[src/rtl/tsc_pkg.sv]
package tsc_pkg;

   typedef enum logic [2:0] {
      IDX_CNT_LO = 3'd0,
      IDX_CNT_HI = 3'd1,
      IDX_CMP_LO = 3'd2,
      IDX_CMP_HI = 3'd3,
      IDX_CTRL   = 3'd4,
      IDX_STAT   = 3'd5
   } tsc_idx_e;

   localparam int CTRL_EN_BIT  = 0;
   localparam int CTRL_WE_BIT  = 1;
   localparam int STAT_HIT_BIT = 0;
   localparam int BUS_W        = 32;

endpackage

[src/rtl/tsc_prescaler.sv]
module tsc_prescaler #(
   parameter int TICK_DIV = 100
) (
   input  logic clk,
   input  logic rst_n,
   output logic tick
);

   generate
      if (TICK_DIV < 1) begin : g_bad
         $error("tsc_prescaler: TICK_DIV must be at least 1");
      end else if (TICK_DIV == 1) begin : g_pass
         logic unused_clk;
         assign unused_clk = clk ^ rst_n;
         assign tick = 1'b1;
      end else begin : g_div
         localparam int DW = $clog2(TICK_DIV);
         localparam logic [DW-1:0] LAST = DW'(TICK_DIV - 1);
         logic [DW-1:0] div_q;

         always_ff @(posedge clk) begin
            if (!rst_n)            div_q <= '0;
            else if (div_q == LAST) div_q <= '0;
            else                    div_q <= div_q + 1'b1;
         end

         assign tick = (div_q == LAST);

         AST_TICK_GAP: assert property (@(posedge clk) disable iff (!rst_n)
            tick |=> !tick);
      end
   endgenerate

endmodule

[src/rtl/tsc_counter.sv]
module tsc_counter #(
   parameter int CNT_W   = 64,
   parameter int SPLIT_W = 32
) (
   input  logic                     clk,
   input  logic                     rst_n,
   input  logic                     tick,
   input  logic                     snap,
   output logic [CNT_W-1:0]         cnt,
   output logic [CNT_W-SPLIT_W-1:0] shadow
);

   localparam int HI_W = CNT_W - SPLIT_W;

   always_ff @(posedge clk) begin
      if (!rst_n)    cnt <= '0;
      else if (tick) cnt <= cnt + 1'b1;
   end

   always_ff @(posedge clk) begin
      if (!rst_n)    shadow <= '0;
      else if (snap) shadow <= cnt[CNT_W-1:SPLIT_W];
   end

   AST_CNT_IDLE: assert property (@(posedge clk) disable iff (!rst_n)
      !tick |=> $stable(cnt));

   AST_SHADOW_HOLD: assert property (@(posedge clk) disable iff (!rst_n)
      !snap |=> $stable(shadow));

   initial begin
      if (HI_W < 1) $error("tsc_counter: upper part is empty");
   end

endmodule

[src/rtl/tsc_compare.sv]
module tsc_compare
   import tsc_pkg::*;
#(
   parameter int CNT_W   = 64,
   parameter int SPLIT_W = 32
) (
   input  logic             clk,
   input  logic             rst_n,
   input  logic             tick,
   input  logic [CNT_W-1:0] cnt,
   input  logic             wr_cmp_lo,
   input  logic             wr_cmp_hi,
   input  logic             wr_ctrl,
   input  logic             wr_stat,
   input  logic [BUS_W-1:0] wdata,
   output logic [CNT_W-1:0] cmp_val,
   output logic             cmp_en,
   output logic             hit,
   output logic             irq
);

   localparam int HI_W = CNT_W - SPLIT_W;

   logic [HI_W-1:0] stage_hi;
   logic [CNT_W-1:0] cnt_nxt;
   logic            match;
   logic            clr_req;
   logic            en_we;

   assign cnt_nxt = cnt + 1'b1;
   assign match   = tick && cmp_en && (cnt_nxt == cmp_val);
   assign clr_req = wr_stat && wdata[STAT_HIT_BIT];
   assign en_we   = wr_ctrl && wdata[CTRL_WE_BIT];

   always_ff @(posedge clk) begin
      if (!rst_n)         stage_hi <= '0;
      else if (wr_cmp_hi) stage_hi <= wdata[HI_W-1:0];
   end

   always_ff @(posedge clk) begin
      if (!rst_n)         cmp_val <= '0;
      else if (wr_cmp_lo) cmp_val <= {stage_hi, wdata[SPLIT_W-1:0]};
   end

   always_ff @(posedge clk) begin
      if (!rst_n)     cmp_en <= 1'b0;
      else if (en_we) cmp_en <= wdata[CTRL_EN_BIT];
   end

   always_ff @(posedge clk) begin
      if (!rst_n)       hit <= 1'b0;
      else if (match)   hit <= 1'b1;
      else if (clr_req) hit <= 1'b0;
   end

   assign irq = hit & cmp_en;

   AST_CMP_STAGED: assert property (@(posedge clk) disable iff (!rst_n)
      wr_cmp_hi |=> $stable(cmp_val));

   AST_EN_GUARD: assert property (@(posedge clk) disable iff (!rst_n)
      (wr_ctrl && !wdata[CTRL_WE_BIT]) |=> $stable(cmp_en));

   AST_HIT_ON_REACH: assert property (@(posedge clk) disable iff (!rst_n)
      (tick && cmp_en && cnt + 1'b1 == cmp_val) |=> hit);

   AST_HIT_STICKY: assert property (@(posedge clk) disable iff (!rst_n)
      (hit && !(wr_stat && wdata[STAT_HIT_BIT])) |=> hit);

endmodule

[src/rtl/tstamp_cmp_timer.sv]
module tstamp_cmp_timer
   import tsc_pkg::*;
#(
   parameter int TICK_DIV = 100,
   parameter int CNT_W    = 64,
   parameter int SPLIT_W  = 32
) (
   input  logic        clk,
   input  logic        rst_n,
   input  logic        bus_wr,
   input  logic        bus_rd,
   input  logic [2:0]  bus_addr,
   input  logic [31:0] bus_wdata,
   output logic [31:0] bus_rdata,
   output logic        irq
);

   localparam int HI_W = CNT_W - SPLIT_W;

   generate
      if (SPLIT_W < 1 || SPLIT_W > BUS_W) begin : g_bad_split
         $error("tstamp_cmp_timer: SPLIT_W out of range");
      end
      if (HI_W < 1 || HI_W > BUS_W) begin : g_bad_hi
         $error("tstamp_cmp_timer: CNT_W - SPLIT_W out of range");
      end
   endgenerate

   tsc_idx_e         idx;
   logic             tick;
   logic             snap;
   logic [CNT_W-1:0] cnt;
   logic [HI_W-1:0]  shadow;
   logic [CNT_W-1:0] cmp_val;
   logic             cmp_en;
   logic             hit;

   assign idx  = tsc_idx_e'(bus_addr);
   assign snap = bus_rd && (idx == IDX_CNT_LO);

   tsc_prescaler #(.TICK_DIV(TICK_DIV)) u_presc (
      .clk   (clk),
      .rst_n (rst_n),
      .tick  (tick)
   );

   tsc_counter #(.CNT_W(CNT_W), .SPLIT_W(SPLIT_W)) u_cnt (
      .clk    (clk),
      .rst_n  (rst_n),
      .tick   (tick),
      .snap   (snap),
      .cnt    (cnt),
      .shadow (shadow)
   );

   tsc_compare #(.CNT_W(CNT_W), .SPLIT_W(SPLIT_W)) u_cmp (
      .clk       (clk),
      .rst_n     (rst_n),
      .tick      (tick),
      .cnt       (cnt),
      .wr_cmp_lo (bus_wr && idx == IDX_CMP_LO),
      .wr_cmp_hi (bus_wr && idx == IDX_CMP_HI),
      .wr_ctrl   (bus_wr && idx == IDX_CTRL),
      .wr_stat   (bus_wr && idx == IDX_STAT),
      .wdata     (bus_wdata),
      .cmp_val   (cmp_val),
      .cmp_en    (cmp_en),
      .hit       (hit),
      .irq       (irq)
   );

   always_ff @(posedge clk) begin
      if (!rst_n) begin
         bus_rdata <= '0;
      end else if (bus_rd) begin
         case (idx)
            IDX_CNT_LO: bus_rdata <= BUS_W'(cnt[SPLIT_W-1:0]);
            IDX_CNT_HI: bus_rdata <= BUS_W'(shadow);
            IDX_CMP_LO: bus_rdata <= BUS_W'(cmp_val[SPLIT_W-1:0]);
            IDX_CMP_HI: bus_rdata <= BUS_W'(cmp_val[CNT_W-1:SPLIT_W]);
            IDX_CTRL:   bus_rdata <= BUS_W'(cmp_en);
            IDX_STAT:   bus_rdata <= BUS_W'(hit);
            default:    bus_rdata <= '0;
         endcase
      end
   end

   AST_RDATA_HOLD: assert property (@(posedge clk) disable iff (!rst_n)
      !bus_rd |=> $stable(bus_rdata));

   AST_IRQ_NEEDS_EN: assert property (@(posedge clk) disable iff (!rst_n)
      (bus_wr && idx == IDX_CTRL && bus_wdata[CTRL_WE_BIT] && !bus_wdata[CTRL_EN_BIT])
      |=> !irq);

endmodule

[config.mk]
export PLATFORM = sky130hd
export DESIGN_NAME = tstamp_cmp_timer
export DESIGN_NICKNAME = d
export VERILOG_FILES = /design/src/rtl/tsc_pkg.sv /design/src/rtl/tsc_prescaler.sv /design/src/rtl/tsc_counter.sv /design/src/rtl/tsc_compare.sv /design/src/rtl/tstamp_cmp_timer.sv
export SDC_FILE = /design/constraint.sdc
export NUM_CORES = 1
export LEC_CHECK = 0
export BUFFER_PORTS_ARGS = -buffer_cell sky130_fd_sc_hd__buf_2
export CORE_UTILIZATION = 64
export CTS_BUF_LIST = sky130_fd_sc_hd__clkbuf_2 sky130_fd_sc_hd__clkbuf_4 sky130_fd_sc_hd__clkbuf_8
export DETAILED_ROUTE_END_ITERATION = 16
export GPL_TIMING_DRIVEN = 0
export PLACE_DENSITY = 0.83
export SLEW_MARGIN = 10
export SYNTH_ARGS = -nofsm -noshare
export SYNTH_HDL_FRONTEND = slang
export SYNTH_SLANG_ARGS = --single-unit
[constraint.sdc]
create_clock -name clk -period 3.3 [get_ports clk]
set_input_delay 0.165 -clock clk [delete_from_list [all_inputs] [get_ports clk]]
set_output_delay 0.165 -clock clk [all_outputs]
set_load 0.05 [all_outputs]
==> flow_metrics.tcl <==
set metrics [dict create \
    ff2ff_setup_slack_ns 0.05 \
    cts-htree-levels 2 \
    outcome "complete, no violations" \
    worst_ir_drop_vdd_mv 0.423 \
    grt_antenna_before_repair 1 \
    vias_per_cell 6.38 \
    final-max-slew-violation-count 0 \
    setup_total_negative_slack_ns 0 \
    clock.fmax_mhz 308 \
    vias 12400 \
    synth.mux.area_fraction_pct 0.428 \
    syn_nets 1571 \
    postRouteWirelength_mm 44.8 \
    place_congestion 0.995 \
    port_buffers 68 \
    hold_ws_ns 0.131 \
    synth-xor-area-share_pct 9.81 \
    tightest_slew_ns 0.903 \
    postSynth.topFlopCell "dfxtp_1" \
    post_route_cells_drive_above_1_share_pct 13.3 \
    fp-row-count 50 \
    most_frequent_standard_cell_in_the_layout_excluding_fill_and_tap_cells "nand2_1" \
    clock_tree_from_tritoncts "yes" \
    die_height_um 141 \
    setup_ws_ns 0.0509 \
    cp_data_required_time_ns 3.68 \
    dr.pass1.iters 8 \
    period_minus_slack_ns 3.25 \
    layoutNonFillerInstCount 1944 \
    cp_num_buf_inv 2 \
    synth-seq-area-share_pct 38.0 \
    clock_path_buffers 3 \
    drt_iter0_markers 1543 \
    area_of_the_multi_input_gates_mm2 0.00716 \
    postSynthAreaPerCell_um2 8.03 \
    layout.area.seq_mm2 0.00467 \
    ys_top_cells_by_area "dfxtp_1 (38%), nand2_1 (10%), a21boi_0 (8.8%), xnor2_1 (5.8%), and2_1 (4.1%)" \
    post-route-cell-area_mm2 0.0145 \
    timing.max_cap.violations 0 \
    timing_hold_violations_final 0 \
    clk_transition_reported_paths_ns 0.06 \
    path_max_fanout 10 \
    ant_nets 0 \
    dpl.hpwl_mm 31.9 \
    synth-seq-cells 233 \
    leading_cell_types_in_the_layout_fill_and_taps_excluded "nand2_1 (325), dfxtp_1 (228), a21boi_0 (144)" \
    async_reset_ff_share_pct 0 \
    largest_stage_delay_on_the_critical_path_ns 0.54 \
    post-layout-total-power_mw 6.34 \
    finalCritPeriodShare_pct 98.5 \
    start_kind "flop" \
    number_of_nets_in_the_layout 1722 \
    grt_overflow_total 0 \
    setup.worst_path.end_class "flop" \
    areaGrowthSynthToFinish_pct 18.2 \
    timing.final.setup_violations 0 \
    combinational_family_with_the_most_area_after_synthesis "simple AND/OR/NAND/NOR gates" \
    crit_family "simple AND/OR/NAND/NOR gates" \
    synth_compound_area_share_pct 19.1 \
    clock_tree.root_cell "clkbuf_8" \
    design.core.area_mm2 0.0188 \
    dpl_cell_area_mm2 0.0129 \
    detail_route.wl_per_cell_um 23.0 \
    synth_edf_count 0 \
    synth_area_mm2 0.0123 \
    ios 72 \
    post_synth_inst_count 1530 \
    max-slew-margin-rel_pct 39.1 \
    drc_errors 0 \
    worst-setup-path-type "reg2reg" \
    synth.largest_area_cell "dfxtp_1" \
    cts_sinks 233 \
    preCtsSetupSlack_ns -0.471 \
    wire_length_of_the_first_global_routing_pass_mm 68.4 \
    synth.yosys.warnings 0 \
    layout.core_utilization_pct 77.4 \
    worst_hold_path_type "in2reg" \
    grt_max_degree 12 \
    crit_chain "clkbuf_1 > nand4_1 > nor4_4 > and2_1 > clkbuf_1 > a21oi_1 > a311oi_1 > a2111oi_2 > nand4_1 > o31ai_4" \
    floorplan.initialDensity_pct 65.5 \
    post_synth_adder_cell_area_pct 0.204 \
    numPlacedInstances 1832 \
    clock-skew-final_ns 0.0170 \
    powerDensity_mw_per_mm2 436 \
    clkLatencyLatePin_ns 0.56 \
    insertedDiodeCount 0 \
    worst_path_max_delay_cell "a311oi_1" \
    final.fill_count 1340 \
    post_synth_num_cell_types 71 \
    grt_pass1_vias 12000 \
    grtUsageTotal_pct 45.8 \
    p_leak_nw 5.35 \
    worstPathArrival_ns 3.63 \
    cts_made_buffers 40 \
    die_area_mm2 0.0198 \
    synth_top_area_share_pct 38.0 \
    post_synth_and_or_nand_nor_area_fraction_pct 27.2 \
    floorplan.die.width_um 141 \
]
## final cells by class
class | count | area share [%]
inverter | 36 | 0.931
multi-input combinational | 1134 | 49.3
clock inverter | 7 | 1.05
timing repair buffer | 116 | 5.38
buffer | 120 | 3.42
sequential | 233 | 32.2
clock buffer | 64 | 5.68
tap | 234 | 2.02
## registers in the layout (all words and copies together), names as in the netlist
| register | count |
|---|---|
| u_cmp.stage_hi | 32 |
| bus_rdata | 32 |
| u_cmp.cmp_en | 1 |
| u_cnt.cnt | 64 |
| u_cmp.cmp_val | 64 |
| u_cmp.hit | 1 |
| u_presc.g_div.div_q | 7 |
| u_cnt.shadow | 32 |
## worst reg2reg max path, cell delays in order, from the launching register on
cell and delay (ns):
dfxtp_1 0.30, clkbuf_1 0.43, nand4_1 0.34, nor4_4 0.40, and2_1 0.18, clkbuf_1 0.37
a21oi_1 0.16, a311oi_1 0.54, a2111oi_2 0.10, nand4_1 0.19, o31ai_4 0.08
## cell usage after synthesis (18+ instances only)
master    count
a21boi_0    144
buf_2        18
a221oi_1     31
o21ai_0      23
dfxtp_1     233
nor3_1       25
xor2_1       53
nor4_1       22
nand4_1      33
or3_1        20
nand2_1     326
and3_1       20
nor2_1       52
inv_1        36
nand3_1      42
a22o_1       31
o22ai_1      37
clkbuf_1     99
xnor2_1      82
and2_1       80
## per-layer routing
layer | routed length [um] | GRT usage, % | vias to the layer above
met4 | 2940 | 26.7 | 0
met3 | 5790 | 10.4 | 201
met1 | 16900 | 59.2 | 5747
met2 | 19200 | 70.3 | 870
met5 | 0 | 0 | -
li1 | - | - | 5594
## kinds of logic after synthesis
family,after synthesis
adders and majority gates,2
AOI/OAI and AO/OA,317
buffers and inverters,164
DFF,233
muxes,5
xor gates and xnor gates,136
and+or+nand+nor,673
## path summary, 6_finish.rpt
check / startpoint / end / cells past startpoint
worst max register to register: u_cnt.cnt[25] / u_cmp.hit / 10
worst max-delay path: u_cnt.cnt[25] / u_cmp.hit / 10
worst min register to register: u_presc.g_div.div_q[0] / u_presc.g_div.div_q[0] / 1
worst min-delay path: bus_wr / u_cmp.stage_hi[31] / 4
## repair_timing
action | CTS | global route
hold endpoints to repair | 65 | 0
pin swaps | 7 | 9
hold buffers | 32 | 0
gates cloned | 0 | 1
setup endpoints to repair | 5 | 1
resized for setup | 28 | 14
setup buffers | 7 | 9
## power breakdown
group,switching [mW],internal [mW],total [mW]
registers,0.0235,2.83,2.86
logic,0.195,0.114,0.308
clock network,1.26,1.91,3.17
total,1.48,4.85,6.34
(Power assumes the default switching activity.)
